`src/rtl/pio_pkg.sv`:
```
package pio_pkg;

    localparam int CNT_W = 8;

    typedef enum logic [2:0] {
        ST_IDLE,
        ST_PAUSE,
        ST_SETUP,
        ST_ACTIVE,
        ST_RECOVER,
        ST_DONE
    } pio_state_e;

    typedef struct packed {
        logic [CNT_W-1:0] setup;
        logic [CNT_W-1:0] active;
        logic [CNT_W-1:0] recover;
        logic [CNT_W-1:0] wait_lim;
    } pio_timing_t;

    // a programmed count of zero is read as one cycle
    function automatic logic [CNT_W-1:0] clamp_count(input logic [CNT_W-1:0] v);
        return (v == '0) ? CNT_W'(1) : v;
    endfunction

endpackage

```
`src/rtl/pio_timing_regs.sv`:
```
module pio_timing_regs
    import pio_pkg::*;
(
    input  logic             clk,
    input  logic             rst_n,
    input  logic             load,
    input  logic [CNT_W-1:0] raw_setup,
    input  logic [CNT_W-1:0] raw_active,
    input  logic [CNT_W-1:0] raw_recover,
    input  logic [CNT_W-1:0] raw_wait,
    output pio_timing_t      cur
);

    pio_timing_t held_d, held_q, fresh;

    always_comb begin
        fresh.setup    = clamp_count(raw_setup);
        fresh.active   = clamp_count(raw_active);
        fresh.recover  = clamp_count(raw_recover);
        fresh.wait_lim = clamp_count(raw_wait);
        held_d = load ? fresh : held_q;
        // the accepting cycle already sees the new values
        cur    = load ? fresh : held_q;
    end

    always_ff @(posedge clk or negedge rst_n) begin
        if (!rst_n) begin
            held_q <= '{setup: CNT_W'(1), active: CNT_W'(1),
                        recover: CNT_W'(1), wait_lim: CNT_W'(1)};
        end else begin
            held_q <= held_d;
        end
    end

    AST_HELD_STABLE: assert property (@(posedge clk) disable iff (!rst_n)
        !load |=> $stable(held_q));

endmodule

```
`src/rtl/pio_down_counter.sv`:
```
module pio_down_counter #(
    parameter int W = 8
) (
    input  logic         clk,
    input  logic         rst_n,
    input  logic         load,
    input  logic [W-1:0] load_val,
    input  logic         dec,
    output logic         zero
);

    logic [W-1:0] cnt_d, cnt_q;

    always_comb begin
        cnt_d = cnt_q;
        if (load) begin
            cnt_d = load_val;
        end else if (dec) begin
            cnt_d = cnt_q - W'(1);
        end
        zero = (cnt_q == '0);
    end

    always_ff @(posedge clk or negedge rst_n) begin
        if (!rst_n) begin
            cnt_q <= '0;
        end else begin
            cnt_q <= cnt_d;
        end
    end

    AST_DEC_ABOVE_ZERO: assert property (@(posedge clk) disable iff (!rst_n)
        (dec && !load) |-> (cnt_q != '0));

endmodule

```
`src/rtl/pio_dma_gate.sv`:
```
module pio_dma_gate (
    input  logic clk,
    input  logic rst_n,
    input  logic start,
    input  logic finish,
    input  logic dma_active,
    input  logic dma_paused,
    output logic dma_pause,
    output logic clear
);

    logic pause_d, pause_q;

    always_comb begin
        pause_d = pause_q;
        if (start) begin
            pause_d = 1'b1;
        end else if (finish) begin
            pause_d = 1'b0;
        end
        dma_pause = pause_q;
        clear     = !dma_active || dma_paused;
    end

    always_ff @(posedge clk or negedge rst_n) begin
        if (!rst_n) begin
            pause_q <= 1'b0;
        end else begin
            pause_q <= pause_d;
        end
    end

    AST_PAUSE_SET_ON_START: assert property (@(posedge clk) disable iff (!rst_n)
        start |=> dma_pause);

endmodule

```
`src/rtl/pio_cycle_engine.sv`:
```
module pio_cycle_engine
    import pio_pkg::*;
#(
    parameter int DATA_W = 16,
    parameter int ADDR_W = 3,
    parameter int NUM_CS = 2,
    localparam int CS_IDX_W = (NUM_CS > 1) ? $clog2(NUM_CS) : 1
) (
    input  logic                clk,
    input  logic                rst_n,
    input  logic [CNT_W-1:0]    cfg_setup_cnt,
    input  logic [CNT_W-1:0]    cfg_strobe_cnt,
    input  logic [CNT_W-1:0]    cfg_recover_cnt,
    input  logic [CNT_W-1:0]    cfg_wait_limit,
    input  logic                host_req,
    input  logic                host_write,
    input  logic [CS_IDX_W-1:0] host_cs_sel,
    input  logic [ADDR_W-1:0]   host_addr,
    input  logic [DATA_W-1:0]   host_wdata,
    output logic                host_ready,
    output logic                host_err,
    output logic [DATA_W-1:0]   host_rdata,
    input  logic                dma_active,
    input  logic                dma_paused,
    output logic                dma_pause,
    output logic [ADDR_W-1:0]   bus_addr,
    output logic [NUM_CS-1:0]   bus_cs_n,
    output logic                bus_rd_n,
    output logic                bus_wr_n,
    input  logic                bus_iordy,
    output logic [DATA_W-1:0]   bus_dout,
    output logic                bus_doe,
    input  logic [DATA_W-1:0]   bus_din
);

    typedef struct packed {
        pio_state_e          st;
        logic                wr;
        logic [CS_IDX_W-1:0] cs;
        logic [ADDR_W-1:0]   addr;
        logic [DATA_W-1:0]   wdata;
        logic [DATA_W-1:0]   rdata;
        logic                err;
    } eng_t;

    eng_t r_d, r_q;

    logic             accept, finish, gate_clear;
    logic             ph_load, ph_dec, ph_zero;
    logic             wt_load, wt_dec, wt_zero;
    logic [CNT_W-1:0] ph_val, wt_val;
    logic             in_bus;
    pio_timing_t      tm;

    pio_timing_regs u_timing (
        .clk         (clk),
        .rst_n       (rst_n),
        .load        (accept),
        .raw_setup   (cfg_setup_cnt),
        .raw_active  (cfg_strobe_cnt),
        .raw_recover (cfg_recover_cnt),
        .raw_wait    (cfg_wait_limit),
        .cur         (tm)
    );

    pio_down_counter #(.W(CNT_W)) u_phase_cnt (
        .clk      (clk),
        .rst_n    (rst_n),
        .load     (ph_load),
        .load_val (ph_val),
        .dec      (ph_dec),
        .zero     (ph_zero)
    );

    pio_down_counter #(.W(CNT_W)) u_wait_cnt (
        .clk      (clk),
        .rst_n    (rst_n),
        .load     (wt_load),
        .load_val (wt_val),
        .dec      (wt_dec),
        .zero     (wt_zero)
    );

    pio_dma_gate u_gate (
        .clk        (clk),
        .rst_n      (rst_n),
        .start      (accept),
        .finish     (finish),
        .dma_active (dma_active),
        .dma_paused (dma_paused),
        .dma_pause  (dma_pause),
        .clear      (gate_clear)
    );

    always_comb begin
        r_d     = r_q;
        accept  = 1'b0;
        finish  = 1'b0;
        ph_load = 1'b0;
        ph_dec  = 1'b0;
        ph_val  = '0;
        wt_load = 1'b0;
        wt_dec  = 1'b0;
        wt_val  = '0;
        unique case (r_q.st)
            ST_IDLE: begin
                if (host_req) begin
                    accept    = 1'b1;
                    r_d.wr    = host_write;
                    r_d.cs    = host_cs_sel;
                    r_d.addr  = host_addr;
                    r_d.wdata = host_wdata;
                    r_d.err   = 1'b0;
                    if (dma_active) begin
                        r_d.st = ST_PAUSE;
                    end else begin
                        r_d.st  = ST_SETUP;
                        ph_load = 1'b1;
                        ph_val  = tm.setup - CNT_W'(1);
                    end
                end
            end
            ST_PAUSE: begin
                if (gate_clear) begin
                    r_d.st  = ST_SETUP;
                    ph_load = 1'b1;
                    ph_val  = tm.setup - CNT_W'(1);
                end
            end
            ST_SETUP: begin
                if (ph_zero) begin
                    r_d.st  = ST_ACTIVE;
                    ph_load = 1'b1;
                    ph_val  = tm.active - CNT_W'(1);
                    wt_load = 1'b1;
                    wt_val  = tm.wait_lim - CNT_W'(1);
                end else begin
                    ph_dec = 1'b1;
                end
            end
            ST_ACTIVE: begin
                if (!ph_zero) begin
                    ph_dec = 1'b1;
                end else if (bus_iordy || wt_zero) begin
                    r_d.rdata = bus_din;
                    r_d.err   = !bus_iordy;
                    r_d.st    = ST_RECOVER;
                    ph_load   = 1'b1;
                    ph_val    = tm.recover - CNT_W'(1);
                end else begin
                    wt_dec = 1'b1;
                end
            end
            ST_RECOVER: begin
                if (ph_zero) begin
                    r_d.st = ST_DONE;
                    finish = 1'b1;
                end else begin
                    ph_dec = 1'b1;
                end
            end
            ST_DONE: begin
                r_d.st = ST_IDLE;
            end
            default: begin
                r_d.st = ST_IDLE;
            end
        endcase
    end

    always_ff @(posedge clk or negedge rst_n) begin
        if (!rst_n) begin
            r_q    <= '0;
            r_q.st <= ST_IDLE;
        end else begin
            r_q <= r_d;
        end
    end

    assign in_bus = (r_q.st == ST_SETUP) || (r_q.st == ST_ACTIVE) || (r_q.st == ST_RECOVER);

    for (genvar g = 0; g < NUM_CS; g++) begin : g_cs
        assign bus_cs_n[g] = !(in_bus && (r_q.cs == CS_IDX_W'(g)));
    end

    assign bus_addr   = r_q.addr;
    assign bus_rd_n   = !((r_q.st == ST_ACTIVE) && !r_q.wr);
    assign bus_wr_n   = !((r_q.st == ST_ACTIVE) && r_q.wr);
    assign bus_doe    = in_bus && r_q.wr;
    assign bus_dout   = r_q.wdata;
    assign host_ready = (r_q.st == ST_DONE);
    assign host_err   = host_ready && r_q.err;
    assign host_rdata = r_q.rdata;

    AST_SETUP_BEFORE_STROBE: assert property (@(posedge clk) disable iff (!rst_n)
        $fell(bus_rd_n & bus_wr_n) |-> $past(!(&bus_cs_n)));

    AST_READY_SINGLE: assert property (@(posedge clk) disable iff (!rst_n)
        host_ready |=> !host_ready);

    AST_PAUSE_COVERS_BUS: assert property (@(posedge clk) disable iff (!rst_n)
        !(&bus_cs_n) |-> dma_pause);

    AST_NO_DMA_OVERLAP: assert property (@(posedge clk) disable iff (!rst_n)
        (!(&bus_cs_n) && dma_active) |-> dma_paused);

    AST_IORDY_HOLDS_STROBE: assert property (@(posedge clk) disable iff (!rst_n)
        ((r_q.st == ST_ACTIVE) && ph_zero && !bus_iordy && !wt_zero) |=> !(bus_rd_n & bus_wr_n));

    AST_OE_IN_WINDOW: assert property (@(posedge clk) disable iff (!rst_n)
        bus_doe |-> !(&bus_cs_n));

endmodule

```
`config.mk`:
```
export PLATFORM = sky130hd
export DESIGN_NAME = pio_cycle_engine
export DESIGN_NICKNAME = d
export VERILOG_FILES = /design/src/rtl/pio_pkg.sv /design/src/rtl/pio_timing_regs.sv /design/src/rtl/pio_down_counter.sv /design/src/rtl/pio_dma_gate.sv /design/src/rtl/pio_cycle_engine.sv
export SDC_FILE = /design/constraint.sdc
export NUM_CORES = 1
export LEC_CHECK = 0
export BUFFER_PORTS_ARGS = -buffer_cell sky130_fd_sc_hd__buf_2
export CELL_PAD_IN_SITES_DETAIL_PLACEMENT = 1
export CELL_PAD_IN_SITES_GLOBAL_PLACEMENT = 1
export CORE_UTILIZATION = 43
export CTS_BUF_LIST = sky130_fd_sc_hd__clkbuf_8
export DETAILED_ROUTE_END_ITERATION = 6
export PLACE_DENSITY = 0.83
export SLEW_MARGIN = 25
export SYNTH_ARGS = -nofsm -noshare
export SYNTH_HDL_FRONTEND = slang
export SYNTH_HIERARCHICAL = 1
export SYNTH_SLANG_ARGS = --single-unit
```
`constraint.sdc`:
```
create_clock -name clk -period 4.8 [get_ports clk]
set_input_delay 0.96 -clock clk [delete_from_list [all_inputs] [get_ports clk]]
set_output_delay 0.96 -clock clk [all_outputs]
set_load 0.05 [all_outputs]
```
==> summary.txt, run 1 <==
Synth
  – Async SR Flop Fraction: 1.00
  – Ys flop type: dfrtp_1
  – Post-synthesis register bit count: 90
  – Net Count, Synth: 565
  – Number of synthesized flops with an enable pin: 0
  – YS warnings: 6
  – Post-Synthesis Cells: 482
  – Number of distinct library cells after synthesis: 55
  – Sequential area share after synthesis: 0.459
  – Mean cell area of the mapped netlist: 10.2 sq um
  – Post-Syn Area: 4920 sq um

Route
  – WL/cell: 16.1 um
  – Drt first pass iters: 4
  – Vias per cell: 5.21
  – Via count: 3684
  – Routed Antenna Nets: 0
  – # DRC: 0
  – Total wire length: 11400 um
  – Starting DRT DRC Count: 101

Setup path
  – CP max FO: 26
  – R2r startpoint: r_q[38]$_DFFE_PN0P_
  – Worst reg2reg setup slack: 1220 ps
  – Critical Path Sink Type: register
  – Worst EP required: 5080 ps
  – CP Class: register to register
  – Crit path launch type: register
  – Critical Path AT: 3860 ps
  – Crit path to: u_phase_cnt/cnt_q[5]$_DFFE_PN0P_
  – R2r endpoint: u_phase_cnt/cnt_q[5]$_DFFE_PN0P_
  – R2R cell count: 10
  – CP startpoint: r_q[38]$_DFFE_PN0P_

Layout
  – Share of cells above drive strength 1: 0.360
  – Fillers: 1284
  – Finished Cell Area: 5550 sq um
  – Area grow syn2layout: 13.0%
  – Final net count: 645
  – # diodes: 0

STA
  – Hold slack final: 477 ps
  – Fin crit share: 0.746
  – Final Hold Viols: 0
  – Final Skew: 12.1 ps
  – Setup_tns: 0 ps
  – Unrepaired setup endpoints after global routing: no
  – Min Tclk post-route: 3580 ps
  – Relative slew slack: 0.529
  – Slew Limit Fails: 0
  – Final setup fails: 0
  – Fmax: 0.279 GHz
  – Pin slew with the least headroom to its limit: 697 ps
  – Final setup margin: 1220 ps

Die
  – Row count: 38
  – Core ar.: 11000 sq um
  – Top Ports: 118
  – Die width: 109 um
  – Starting density of the core: 0.448
  – Die ar.: 11900 sq um
  – Die height: 109 um

Global routing
  – Largest net degree at the start of global routing: 57
  – First-pass GRT wire length: 18900 um
  – Vias in the first global route: 3924
  – Gr usage total: 0.207
  – Global route overflow: 0
  – Initial antenna violation count: 0

Placement
  – Hpwl dp: 8530 um
  – PortBufs: 117
  – Placed Area: 5350 sq um
  – Place WS: 926 ps
  – Gpl congestion: 0.808

Power and ir drop
  – Worst vdd ir: 0.358 mV
  – Pwr Density: 717 nW/um^2
  – Leakage power: 2.54 nW
  – Overall power: 3.98 mW

Clock network
  – Clock sinks: 90
  – Clock Latency Late Sink: 360 ps
  – Clock Path Buffers: 2
  – Cells resized by post-CTS repair: 0
  – CTS Hold Bufs: 0
  – TritonCTS clock tree: done
  – CTS Root Cell: clkbuf_8
  – Post-CTS setup buffers: 0
  – Num CTS Buffers: 9
  – Clock-pin slew on the worst setup and hold paths: 90 ps
  – Max H-tree Level: 3

Hold path
  – Worst Hold Class: register to register

Status
  – Outcome: completed

Flow run
  – Max-cap violations: 0
synthesized netlist by cell type, types with 5 or more instances:
| library cell | number | area share |
|---|---|---|
| buf_2 | 6 | 0.0061 |
| mux2_2 | 49 | 0.11 |
| xor2_1 | 11 | 0.020 |
| or3_1 | 5 | 0.0064 |
| buf_4 | 37 | 0.057 |
| a21oi_1 | 9 | 0.0092 |
| nor4_1 | 6 | 0.0076 |
| ha_1 | 8 | 0.020 |
| or4_1 | 10 | 0.015 |
| inv_1 | 22 | 0.017 |
| nor3_1 | 8 | 0.0081 |
| clkbuf_1 | 7 | 0.0053 |
| nor2_1 | 20 | 0.015 |
| nand2_1 | 79 | 0.060 |
| o21ai_0 | 21 | 0.021 |
| xnor2_1 | 18 | 0.032 |
| dfrtp_1 | 86 | 0.44 |
power breakdown:
group          total (mW)  internal, mW  switching (mW)
clock network       0.535         0.266           0.268
logic                2.11         0.741            1.37
registers            1.34          1.13           0.211
worst min path at each step:
stage / slack, ps / end / start / cells after the start
floorplan: 450 / host_rdata[0]$_DFFE_PN0P_ / host_rdata[0]$_DFFE_PN0P_ / 2
global placement: 450 / host_rdata[6]$_DFFE_PN0P_ / host_rdata[6]$_DFFE_PN0P_ / 2
detailed placement: 460 / host_rdata[10]$_DFFE_PN0P_ / host_rdata[10]$_DFFE_PN0P_ / 2
CTS: 490 / host_rdata[10]$_DFFE_PN0P_ / host_rdata[10]$_DFFE_PN0P_ / 2
global route: 510 / host_rdata[4]$_DFFE_PN0P_ / host_rdata[4]$_DFFE_PN0P_ / 2
finish: 480 / host_rdata[11]$_DFFE_PN0P_ / host_rdata[11]$_DFFE_PN0P_ / 2
cell families after synthesis:
| family | count (synthesis) | synth area share |
|---|---|---|
| AOI/OAI and AO/OA | 58 | 0.0774 |
| xor gates and xnor gates | 29 | 0.0517 |
| adders and majority gates | 8 | 0.0204 |
| buffers and inverters | 75 | 0.0921 |
| DFF | 90 | 0.459 |
| muxes | 53 | 0.120 |
| and+or+nand+nor | 169 | 0.179 |
cell usage in the layout (no fill, tap or decap), types with 3 or more instances in the layout:
master    count
nand2_1      79
dfstp_2       4
o21ai_1       4
a211o_1       3
xnor2_1      18
xor2_1       11
nand2b_1      3
buf_4         6
nand3_1       4
mux2_2       49
clkbuf_8     11
nor3_1        8
ha_1          8
or4_1        10
a21oi_1       9
mux2i_1       4
o21ai_0      21
nor4_1        6
nor3b_1       4
or3b_2        3
nand3b_1      4
nor4b_1       3
inv_1        23
nor2_1       20
or3_1         5
or4b_1        4
buf_2       116
dfrtp_1      86
flip-flops by register name (all words and copies together) (netlist names):
signal and flops:
u_gate/dma_pause 1, r_q 6, bus_dout 16, bus_addr 3
u_timing/held_q 32, u_phase_cnt/cnt_q 8, u_wait_cnt/cnt_q 8, host_rdata 16
metal layers:
| metal | vias to the layer above | global-route usage | share of wire |
|---|---|---|---|
| met5 | - | 0 | 0 |
| met4 | 0 | 0.0627 | 0.013 |
| met3 | 12 | 0.0406 | 0.040 |
| met2 | 87 | 0.340 | 0.49 |
| met1 | 1796 | 0.275 | 0.46 |
| li1 | 1789 | - | - |
metrics by stage:
stage               std cells   util
detailed placement        691  0.487
global route              707  0.506
global placement          691  0.487
CTS                       707  0.506
floorplan                 482      -
finish                    707  0.506
worst max-delay path, stage by stage (launching register included):
cell      delay (ps)
dfrtp_1          560
nor2_1           280
and3_2           600
buf_4            300
mux2_2           400
or4_1            550
or3_1            330
a21oi_1          160
a221o_1          130
nand2_1           60
o211ai_1         120
area by class of cell:
| cell class | instances | area, sq um | share of cell area |
|---|---|---|---|
| clock inverters | 5 | 53.8 | 0.00969 |
| repair buffers | 122 | 626 | 0.113 |
| well taps | 140 | 175 | 0.0315 |
| inverters | 22 | 82.6 | 0.0149 |
| multi-input cells | 317 | 2210 | 0.397 |
| clock buffers | 11 | 151 | 0.0273 |
| flip-flops and latches | 90 | 2260 | 0.406 |
Note: power is estimated with default switching activity, not from simulation.
==> inputs of run 2 (changes only) <==
--- a/config.mk
+++ b/config.mk
@@ -8,10 +8,10 @@
 export BUFFER_PORTS_ARGS = -buffer_cell sky130_fd_sc_hd__buf_2
 export CELL_PAD_IN_SITES_DETAIL_PLACEMENT = 1
 export CELL_PAD_IN_SITES_GLOBAL_PLACEMENT = 1
-export CORE_UTILIZATION = 43
+export CORE_UTILIZATION = 38
 export CTS_BUF_LIST = sky130_fd_sc_hd__clkbuf_8
 export DETAILED_ROUTE_END_ITERATION = 6
-export PLACE_DENSITY = 0.83
+export PLACE_DENSITY = 0.78
 export SLEW_MARGIN = 25
 export SYNTH_ARGS = -nofsm -noshare
 export SYNTH_HDL_FRONTEND = slang
==> constraint.sdc (replaced) <==
create_clock -name clk -period 3.1 [get_ports clk]
set_input_delay 0.62 -clock clk [delete_from_list [all_inputs] [get_ports clk]]
set_output_delay 0.62 -clock clk [all_outputs]
set_load 0.05 [all_outputs]
==> summary.txt, run 2 (synthesis results as in run 1) <==
Status
  – Outcome: completed

Route
  – WL/cell: 16.1 um
  – Vias per cell: 5.06
  – Total wire length: 12300 um
  – Starting DRT DRC Count: 128
  – # DRC: 0
  – Drt first pass iters: 4
  – Via count: 3859
  – Routed Antenna Nets: 0

Clock network
  – Clock Path Buffers: 2
  – Max H-tree Level: 3
  – Num CTS Buffers: 9
  – Clock-pin slew on the worst setup and hold paths: 90 ps
  – TritonCTS clock tree: done
  – Clock Latency Late Sink: 390 ps
  – CTS Hold Bufs: 0
  – Clock sinks: 90
  – CTS Root Cell: clkbuf_8

STA
  – Final setup fails: 0
  – Final Skew: 12.8 ps
  – Pin slew with the least headroom to its limit: 673 ps
  – Relative slew slack: 0.545
  – Final Hold Viols: 0
  – Slew Limit Fails: 0
  – Min Tclk post-route: 2900 ps
  – Fin crit share: 0.935
  – Fmax: 0.345 GHz
  – Unrepaired setup endpoints after global routing: no

Layout
  – Share of cells above drive strength 1: 0.393
  – Fillers: 1514
  – Reg with most FFs: u_timing/held_q
  – Final Util: 0.461
  – Final net count: 669
  – Finished Cell Area: 5820 sq um
  – Area grow syn2layout: 18.4%
  – Most frequent cells in the layout: buf_2, dfrtp_1, nand2_1
  – Largest register FFs: 32
  – Most common cell after layout, fill and taps aside: buf_2
  – # diodes: 0

Global routing
  – First-pass GRT wire length: 20100 um
  – Gr usage total: 0.197
  – Largest net degree at the start of global routing: 51
  – Initial antenna violation count: 0
  – Global route overflow: 0
  – Vias in the first global route: 4039

Die
  – Top Ports: 118
  – Die height: 116 um
  – Core ar.: 12600 sq um
  – Row count: 41
  – Die width: 116 um
  – Starting density of the core: 0.390
  – Die ar.: 13400 sq um

Power and ir drop
  – Pwr Density: 1100 nW/um^2
  – Leakage power: 2.68 nW
  – Int Power: 3.47 mW
  – Worst vdd ir: 0.341 mV
  – Combinational share of power: 0.553
  – Clock power frac: 0.131
  – Switching pwr: 2.96 mW
  – Sequential power share: 0.315
  – Switching Share: 0.460
  – Overall power: 6.43 mW

Setup path
  – Critical Path AT: 3200 ps
  – R2R cell count: 12
  – CP Class: register to register
  – CP max FO: 13
  – Crit path launch type: register
  – Worst EP required: 3400 ps
  – Critical Path Sink Type: register

Placement
  – PortBufs: 117
  – Placed Area: 5610 sq um
  – Gpl congestion: 0.821
  – Hpwl dp: 9270 um

Hold path
  – Worst Hold Class: input port to async pin

Flow run
  – Max-cap violations: 0
==> run 2: repair_timing <==
action | CTS | global route
gates resized for setup | 0 | 1
setup endpoints to repair | 0 | 2
buffers inserted | 0 | 0
==> run 2: metrics by stage <==
stage | worst slack [ps] | hold WS (ps) | setup TNS, ps | instances
2_1_floorplan | 9.01 | 324 | 0 | 482
3_3_place_gp | 36.0 | 453 | 0 | 747
3_5_place_dp | -68.6 | 464 | -83.8 | 747
4_1_cts | 93.6 | 221 | 0 | 763
5_1_grt | 28.0 | 249 | 0 | 763
6_report | 202 | 217 | 0 | 763
==> run 2: power by group through the flow <==
stage / Clock (mW) / Combinational (mW) / Sequential (mW)
after global placement: 0 / 3.42 / 2.02
after detailed placement: 0 / 3.56 / 2.06
final: 0.846 / 3.56 / 2.03
after global routing: 0.915 / 3.86 / 2.10
after CTS: 0.884 / 3.58 / 2.04
after floorplan: 0 / 2.98 / 1.97
==> run 2: worst paths after layout <==
| path | start | endpoint | slack [ps] |
|---|---|---|---|
| setup / recovery | r_q[38]$_DFFE_PN0P_ | u_phase_cnt/cnt_q[5]$_DFFE_PN0P_ | 200 |
| setup reg to reg | r_q[38]$_DFFE_PN0P_ | u_phase_cnt/cnt_q[5]$_DFFE_PN0P_ | 200 |
| hold / removal | rst_n | u_timing/held_q[27]$_DFF_PN0_ | 220 |
| max in group asynchronous | rst_n | host_rdata[3]$_DFFE_PN0P_ | 2210 |
| hold reg to reg | host_rdata[14]$_DFFE_PN0P_ | host_rdata[14]$_DFFE_PN0P_ | 480 |
| min in group clk | bus_din[13] | host_rdata[13]$_DFFE_PN0P_ | 410 |
==> run 2: critical path: stages (launching register included) <==
cell and delay [ps]:
dfrtp_1 390, nor2_2 170, and3_4 340, buf_4 190, mux2i_1 190, o21ai_1 100
buf_4 160, or4_1 500, or3_1 320, a21oi_1 170, a221o_1 130, nand2_1 50
o211ai_1 100
==> run 2: layer usage <==
layer,GRT usage,up-vias,part of all wire
li1,-,1840,-
met4,0.0812,0,0.015
met3,0.0403,12,0.043
met2,0.341,82,0.50
met1,0.241,1925,0.44
met5,0,-,0
==> run 2: final cells by class <==
class	instances	area (sq um)	share of cell area
flip-flops and latches	90	2260	0.388
inverters	22	82.6	0.0142
well taps	172	215	0.0370
clock buffers	11	151	0.0260
clock inverters	5	52.6	0.00903
repair buffers	146	818	0.141
multi-input cells	317	2240	0.385
==> inputs of run 3 (changes only) <==
--- a/config.mk
+++ b/config.mk
@@ -5,13 +5,13 @@
 export SDC_FILE = /design/constraint.sdc
 export NUM_CORES = 1
 export LEC_CHECK = 0
-export BUFFER_PORTS_ARGS = -buffer_cell sky130_fd_sc_hd__buf_2
 export CELL_PAD_IN_SITES_DETAIL_PLACEMENT = 1
 export CELL_PAD_IN_SITES_GLOBAL_PLACEMENT = 1
-export CORE_UTILIZATION = 38
+export CORE_UTILIZATION = 46
 export CTS_BUF_LIST = sky130_fd_sc_hd__clkbuf_8
 export DETAILED_ROUTE_END_ITERATION = 6
-export PLACE_DENSITY = 0.78
+export DONT_BUFFER_PORTS = 1
+export PLACE_DENSITY = 0.79
 export SLEW_MARGIN = 25
 export SYNTH_ARGS = -nofsm -noshare
 export SYNTH_HDL_FRONTEND = slang
==> summary.txt, run 3 (synthesis results as in run 1) <==
Route
  – Routed Antenna Nets: 0
  – Starting DRT DRC Count: 107
  – Via count: 3411
  – WL/cell: 18.5 um
  – Total wire length: 11100 um
  – Vias per cell: 5.69
  – # DRC: 0
  – Drt first pass iters: 4

Clock network
  – Clock Path Buffers: 2
  – CTS Root Cell: clkbuf_8
  – Max H-tree Level: 3
  – TritonCTS clock tree: done
  – Clock sinks: 90
  – Post-CTS setup buffers: 0
  – Clock-pin slew on the worst setup and hold paths: 90 ps
  – Num CTS Buffers: 9
  – Clock Latency Late Sink: 360 ps

Layout
  – Multi-input gate area: 2250 sq um
  – Register area: 2260 sq um
  – Most common cell after layout, fill and taps aside: dfrtp_1
  – Final net count: 541
  – # diodes: 0
  – Most frequent cells in the layout: dfrtp_1, nand2_1, mux2_2
  – Fillers: 1128
  – Finished Cell Area: 5150 sq um
  – Reg with most FFs: u_timing/held_q
  – Area grow syn2layout: 4.78%
  – Share of cells above drive strength 1: 0.227
  – Largest register FFs: 32

Die
  – Die width: 105 um
  – Core ar.: 10300 sq um
  – Starting density of the core: 0.476
  – Die ar.: 11100 sq um
  – Die height: 105 um
  – Row count: 37
  – Top Ports: 118

Placement
  – PortBufs: 0
  – Placed Area: 4890 sq um
  – Hpwl dp: 7910 um
  – Gpl congestion: 0.801

Setup path
  – R2r startpoint: r_q[38]$_DFFE_PN0P_
  – Critical Path AT: 3180 ps
  – CP max FO: 27
  – Critical Path Sink Type: register
  – Worst EP required: 3350 ps
  – Worst reg2reg setup slack: 170 ps
  – CP Class: register to register
  – R2r endpoint: u_phase_cnt/cnt_q[7]$_DFFE_PN0P_
  – Crit path launch type: register
  – R2R cell count: 10

STA
  – Final setup fails: 0
  – Setup_tns: 0 ps
  – Unrepaired setup endpoints after global routing: no
  – Relative slew slack: 0.540
  – Fin crit share: 0.945
  – Fmax: 0.341 GHz
  – Final Skew: 10.1 ps
  – Pin slew with the least headroom to its limit: 680 ps
  – Slew Limit Fails: 0
  – Min Tclk post-route: 2930 ps
  – Final Hold Viols: 0

Power and ir drop
  – Leakage power: 2.16 nW
  – Pwr Density: 1190 nW/um^2
  – Worst vdd ir: 0.463 mV

Global routing
  – Gr usage total: 0.213
  – Initial antenna violation count: 0
  – Global route overflow: 0
  – Vias in the first global route: 3695
  – Largest net degree at the start of global routing: 87
  – First-pass GRT wire length: 18500 um

Flow run
  – Max-cap violations: 0

Status
  – Outcome: completed

Hold path
  – Worst Hold Class: input port to async pin
## run 3: cell count changes in the layout (fill, tap and decap cells not counted), sizes merged
cell / change
buf: -128
bufinv: +1
clkbuf: -1
## run 3: what timing repair did
item / 4_1_cts / 5_1_grt
endpoints found under the hold margin: 86 / 0
endpoints found under the setup margin: 0 / 2
hold buffers: 1 / 0
gates resized for setup: 0 / 1
## run 3: worst max-delay path by stage
stage	from	to	slack, ps	cells after the start
after floorplan	r_q[38]$_DFFE_PN0P_	u_phase_cnt/cnt_q[7]$_DFFE_PN0P_	9	14
after global placement	host_req	u_phase_cnt/cnt_q[7]$_DFFE_PN0P_	200	9
after detailed placement	host_req	u_phase_cnt/cnt_q[7]$_DFFE_PN0P_	100	9
after CTS	u_phase_cnt/cnt_q[3]$_DFFE_PN0P_	u_wait_cnt/cnt_q[3]$_DFFE_PN0P_	100	8
after global routing	r_q[38]$_DFFE_PN0P_	u_phase_cnt/cnt_q[7]$_DFFE_PN0P_	20	10
final	r_q[38]$_DFFE_PN0P_	u_phase_cnt/cnt_q[7]$_DFFE_PN0P_	170	10
## run 3: metal layers
| metal | share of wire | global-route usage |
|---|---|---|
| met1 | 0.43 | 0.270 |
| met2 | 0.49 | 0.356 |
| met3 | 0.062 | 0.0507 |
| met4 | 0.016 | 0.0714 |
| met5 | 0 | 0 |
## run 3: critical path: stages, from the launching register on
cell and delay (ps):
dfrtp_1 390, nor2_2 140, and3_2 240, buf_12 190, mux2_4 360, or4_4 570
nor4_4 250, xor2_1 120, a221o_2 400, nand2_1 70, nand3_1 80
## run 3: per-stage QoR
| step | power (mW) | std cells | worst slack [ps] | hold slack [ps] | utilization |
|---|---|---|---|---|---|
| 2_1_floorplan | 4.96 | 482 | 9.01 | 324 | - |
| 3_3_place_gp | 5.05 | 582 | 199 | 327 | 0.474 |
| 3_5_place_dp | 5.20 | 582 | 99.9 | 326 | 0.474 |
| 4_1_cts | 6.16 | 599 | 104 | 64.0 | 0.498 |
| 5_1_grt | 6.50 | 599 | 19.5 | 65.2 | 0.499 |
| 6_report | 6.11 | 599 | 170 | 88.0 | 0.499 |
## run 3: report_power, final
part | switching [mW] | internal, mW | total, mW
registers | 1.11 | 1.73 | 2.85
clock network | 0.421 | 0.477 | 0.898
logic | 1.32 | 1.05 | 2.36
## run 3: final cells by class
type                    count  share of cell area
well taps                 136              0.0330
multi-input cells         317               0.436
clock inverters             6              0.0175
flip-flops and latches     90               0.438
inverters                  22              0.0160
repair buffers             18              0.0325
clock buffers              10              0.0267
